`config.mk`:
```
export PLATFORM = sky130hd
export DESIGN_NAME = cplx_mix_integ
export DESIGN_NICKNAME = d
export VERILOG_FILES = /design/src/rtl/cplx_mix_integ.sv
export SDC_FILE = /design/constraint.sdc
export NUM_CORES = 2
export LEC_CHECK = 0
export ABC_AREA = 1
export BUFFER_PORTS_ARGS = -buffer_cell sky130_fd_sc_hd__buf_2
export CORE_ASPECT_RATIO = 0.6
export CORE_MARGIN = 5
export CORE_UTILIZATION = 60
export DETAILED_ROUTE_END_ITERATION = 10
export PLACE_DENSITY = 0.78
export SETUP_SLACK_MARGIN = 0.02
export SYNTH_ARGS = -nofsm -noshare
export SYNTH_HDL_FRONTEND = slang
export SYNTH_SLANG_ARGS = --single-unit
```
`constraint.sdc`:
```
create_clock -name clk -period 11.4 [get_ports clk]
set_clock_uncertainty 0.05 [all_clocks]
set_input_delay 0.57 -clock clk [delete_from_list [all_inputs] [get_ports clk]]
set_output_delay 0.57 -clock clk [all_outputs]
set_load 0.02 [all_outputs]
```
`src/rtl/cplx_mix_integ.sv`:
```
module cplx_mix_integ #(
  parameter int DW = 16,
  parameter int CW = 16,
  parameter int GW = 2
) (
  input  logic                     clk,
  input  logic                     rst_n,
  input  logic                     in_valid,
  input  logic                     in_is_i,
  input  logic signed [DW-1:0]     in_data,
  input  logic signed [CW-1:0]     lo_cos,
  input  logic signed [CW-1:0]     lo_sin,
  output logic signed [DW+CW+GW-1:0] integ_i,
  output logic signed [DW+CW+GW-1:0] integ_q,
  output logic                     pair_done
);
  localparam int PW = DW + CW;
  localparam int AW = PW + GW;

  logic signed [PW-1:0] din_x, coef_i, coef_q, prod_i, prod_q;
  logic signed [AW-1:0] term_i, term_q;
  logic                 last_was_i;

  // Operand steering: in-phase word uses (cos, sin), quadrature word uses (sin, cos)
  assign din_x  = PW'(in_data);
  assign coef_i = in_is_i ? PW'(lo_cos) : PW'(lo_sin);
  assign coef_q = in_is_i ? PW'(lo_sin) : PW'(lo_cos);
  assign prod_i = din_x * coef_i;
  assign prod_q = din_x * coef_q;

  // Q x sine enters the I path with a minus sign
  assign term_i = in_is_i ? AW'(prod_i) : -AW'(prod_i);
  assign term_q = AW'(prod_q);

  always_ff @(posedge clk) begin
    if (!rst_n) begin
      integ_i    <= '0;
      integ_q    <= '0;
      pair_done  <= 1'b0;
      last_was_i <= 1'b0;
    end else begin
      pair_done <= in_valid && !in_is_i && last_was_i;
      if (in_valid) begin
        integ_i    <= integ_i + term_i;
        integ_q    <= integ_q + term_q;
        last_was_i <= in_is_i;
      end
    end
  end

  assert_hold_when_idle_R4: assert property (@(posedge clk) disable iff (!rst_n)
    !in_valid |=> ($stable(integ_i) && $stable(integ_q) && !pair_done));

  assert_done_follows_quad_R5: assert property (@(posedge clk) disable iff (!rst_n)
    (in_valid && in_is_i) |=> !pair_done);

  assert_done_needs_quad_R5: assert property (@(posedge clk) disable iff (!rst_n)
    pair_done |-> $past(in_valid && !in_is_i));

  assert_done_single_R8: assert property (@(posedge clk) disable iff (!rst_n)
    pair_done |=> !pair_done);

  assert_reset_clear_R1: assert property (@(posedge clk)
    !rst_n |=> (integ_i == '0 && integ_q == '0 && !pair_done));
endmodule

```
==> summary.txt <==
Status
  – Status: complete, no violations

Cells and area
  – Area grow syn2layout: 5.33%
  – Area taken by multi-input logic gates: 0.0221 sq mm
  – Most common cell after layout, fill and taps aside: inv_1
  – FF+latch area: 0.00140 sq mm
  – Final nets: 4604
  – Fillers: 4077
  – Commonest non-fill, non-tap cells in the layout: 923 x inv_1, 717 x nand2_1, 526 x fa_1, 500 x nor2_1, 231 x ha_1
  – Antenna Cells: 0
  – Layout cell share with drive strength beyond 1: 0.0479

STA
  – Hold Vio Cnt, Final: 0
  – Final worst-path cycle share: 0.857
  – Highest clock rate: 102 MHz
  – Final max-slew violation count: 0
  – Slew @ Worst Pin: 1.05 ns
  – Rel. slew slack: 0.296
  – Final worst path period need: 9.77 ns
  – Final setup vio count: 0
  – RSZ-0062 raised after global routing: false
  – Final TNS setup: 0 ns

Clock tree
  – Hold_buf cts: 0
  – CTS tree: built
  – Worst skew pair latency: 0.36 ns
  – Post CTS Setup Buffer Count: 0
  – Clock Tree Buf Depth: 2
  – Reg clk slew, reported paths: 0.06 ns
  – PostCTS Resize Cnt: 0
  – H-tree levels: 3
  – CTS sink count: 70
  – Clk root buf: clkbuf_16
  – TritonCTS Buffers: 9

Setup path
  – Crit-path max cell delay: 0.75 ns
  – Crit path launch type: input port
  – Crit path DAT: 9.98 ns
  – CP required: 11.61 ns
  – Crit Path Category: input port to register
  – Critical Path Slowest Stage Cell: fa_1
  – Most numerous cell on the critical path: nand2_1
  – CP max FO: 55
  – Element type at the critical path end: register

Detailed routing
  – Drt pass-1 iters: 7
  – Post-DRT Antenna Nets: 0
  – Drc violations: 0
  – 1st-iter DRT viols: 2553
  – Drt via density: 5.49
  – Final WL: 79600 microns
  – Wire per inst: 18.1 microns
  – Vias: 24100

Die
  – Die footprint: 0.0502 sq mm
  – Row Count: 60
  – I/O pins: 121
  – Placeable Area: 0.0450 sq mm
  – Initial Util: 0.609
  – DIE HEIGHT: 176 microns
  – Die Wd: 286 microns

Synth
  – Syn Nets: 4540
  – Number of enable flip-flop cells after synthesis: 0
  – Average size of a mapped cell: 7.34 sq um
  – Mapped Cells: 3731
  – Ys Warns: 0
  – Register bit total from synthesis: 70
  – Sequential share of the synthesized area: 0.0512
  – Main synth FF type: dfxtp_1
  – Post-Syn Area: 0.0274 sq mm
  – Post-synthesis async set-or-reset flop share: 0
  – Library cells used by synthesis: 44

Hold path
  – HP Class: register to register

Global routing
  – Grt ovf: 0
  – Largest net degree at the start of global routing: 89
  – First-pass GRT wire length: 127000 microns
  – Antenna violations before repair: 3
  – Vias in the first global route: 23500
  – GRT Resource Usage Total: 0.318

Placement
  – HPWL Detailed: 67300 microns
  – I/O Buffers: 120
  – Routability cong.: 1.05

Flow run
  – Max-Cap Viols: 0
## worst max-delay path: cells and delay by family
family,cells,cell delay [ns]
buffers and inverters,9,1.68
AO/OA/AOI/OAI,6,0.85
adder cells (fa/ha/maj),8,4.06
AND/OR/NAND/NOR,18,2.63
XOR/XNOR,1,0.16
## synth_stat cells, types with 2 or more instances
cell | instances | area [sq um]
nand4_1 | 30 | 188
o21bai_1 | 5 | 37.5
o211ai_1 | 17 | 128
xnor2_1 | 46 | 403
clkinv_1 | 16 | 60.1
buf_1 | 5 | 18.8
ha_1 | 231 | 2890
nor2_1 | 500 | 1880
nand3_1 | 68 | 340
nor3b_1 | 2 | 15.0
or2_2 | 12 | 75.1
o21ai_1 | 12 | 60.1
o21a_1 | 11 | 82.6
nand3_2 | 2 | 20.0
nor3_4 | 2 | 32.5
inv_2 | 3 | 11.3
nor2_2 | 3 | 18.8
fa_1 | 526 | 10500
a21oi_1 | 146 | 731
o21ai_0 | 116 | 581
nand2_1 | 717 | 2690
nor4_1 | 6 | 37.5
and2_1 | 6 | 37.5
inv_1 | 923 | 3460
a31oi_1 | 15 | 93.8
dfxtp_1 | 70 | 1400
a221oi_1 | 4 | 35.0
nand3b_1 | 3 | 22.5
o221ai_1 | 10 | 87.6
and3_1 | 3 | 18.8
a21o_1 | 8 | 60.1
clkbuf_1 | 84 | 315
o31ai_1 | 3 | 22.5
a21boi_0 | 2 | 15.0
nor3_1 | 24 | 120
xor2_1 | 92 | 806
## layer usage
| metal | vias to the layer above | track usage | share of wire |
|---|---|---|---|
| li1 | 11200 | - | - |
| met1 | 11500 | 0.472 | 0.43 |
| met2 | 1240 | 0.466 | 0.42 |
| met3 | 152 | 0.0909 | 0.13 |
| met4 | 4 | 0.0670 | 0.024 |
| met5 | - | 0 | 0.00031 |
## path summary, 6_finish.rpt
path	from	depth (start not counted)	slack, ns	to
hold reg to reg	last_was_i$_SDFFE_PN0P_	2	0.41	pair_done$_SDFF_PN0_
setup reg to reg	integ_i[0]$_SDFFE_PN0P_	15	7.71	integ_i[22]$_SDFFE_PN0P_
hold / removal	last_was_i$_SDFFE_PN0P_	2	0.41	pair_done$_SDFF_PN0_
setup / recovery	in_is_i	42	1.63	integ_i[33]$_SDFFE_PN0P_
## cell type report
| cell class | count | share of cell area |
|---|---|---|
| timing repair buffer | 142 | 0.0265 |
| sequential | 70 | 0.0486 |
| clock buffer | 12 | 0.00854 |
| tap | 589 | 0.0255 |
| inverter | 942 | 0.123 |
| multi-input combinational | 2630 | 0.767 |
| clock inverter | 3 | 0.00156 |
## cells by family after synthesis
| logic type | share of synthesized area |
|---|---|
| XOR/XNOR | 0.0441 |
| AO/OA/AOI/OAI | 0.0718 |
| flip-flops | 0.0512 |
| adder cells (fa/ha/maj) | 0.490 |
| buffers and inverters | 0.141 |
| AND/OR/NAND/NOR | 0.202 |
## state kept, by name (all words and copies together) (netlist names)
| name | count |
|---|---|
| integ_i | 34 |
| integ_q | 34 |
| last_was_i | 1 |
| pair_done | 1 |
## through the flow
step / utilization / area, sq um / worst slack [ns] / std cells / hold slack, ns
floorplan: - / 27400 / 3.14 / 3731 / 0.365
detailed placement: 0.635 / 28600 / 1.52 / 4373 / 0.405
finish: 0.642 / 28900 / 1.63 / 4388 / 0.413
global placement: 0.635 / 28600 / 1.55 / 4373 / 0.408
CTS: 0.642 / 28900 / 1.86 / 4388 / 0.417
global route: 0.642 / 28900 / 1.00 / 4388 / 0.455
Power is left out: the tool's default activity adds up to more than one toggle a clock period on the data nets, which glitch-free logic cannot reach.
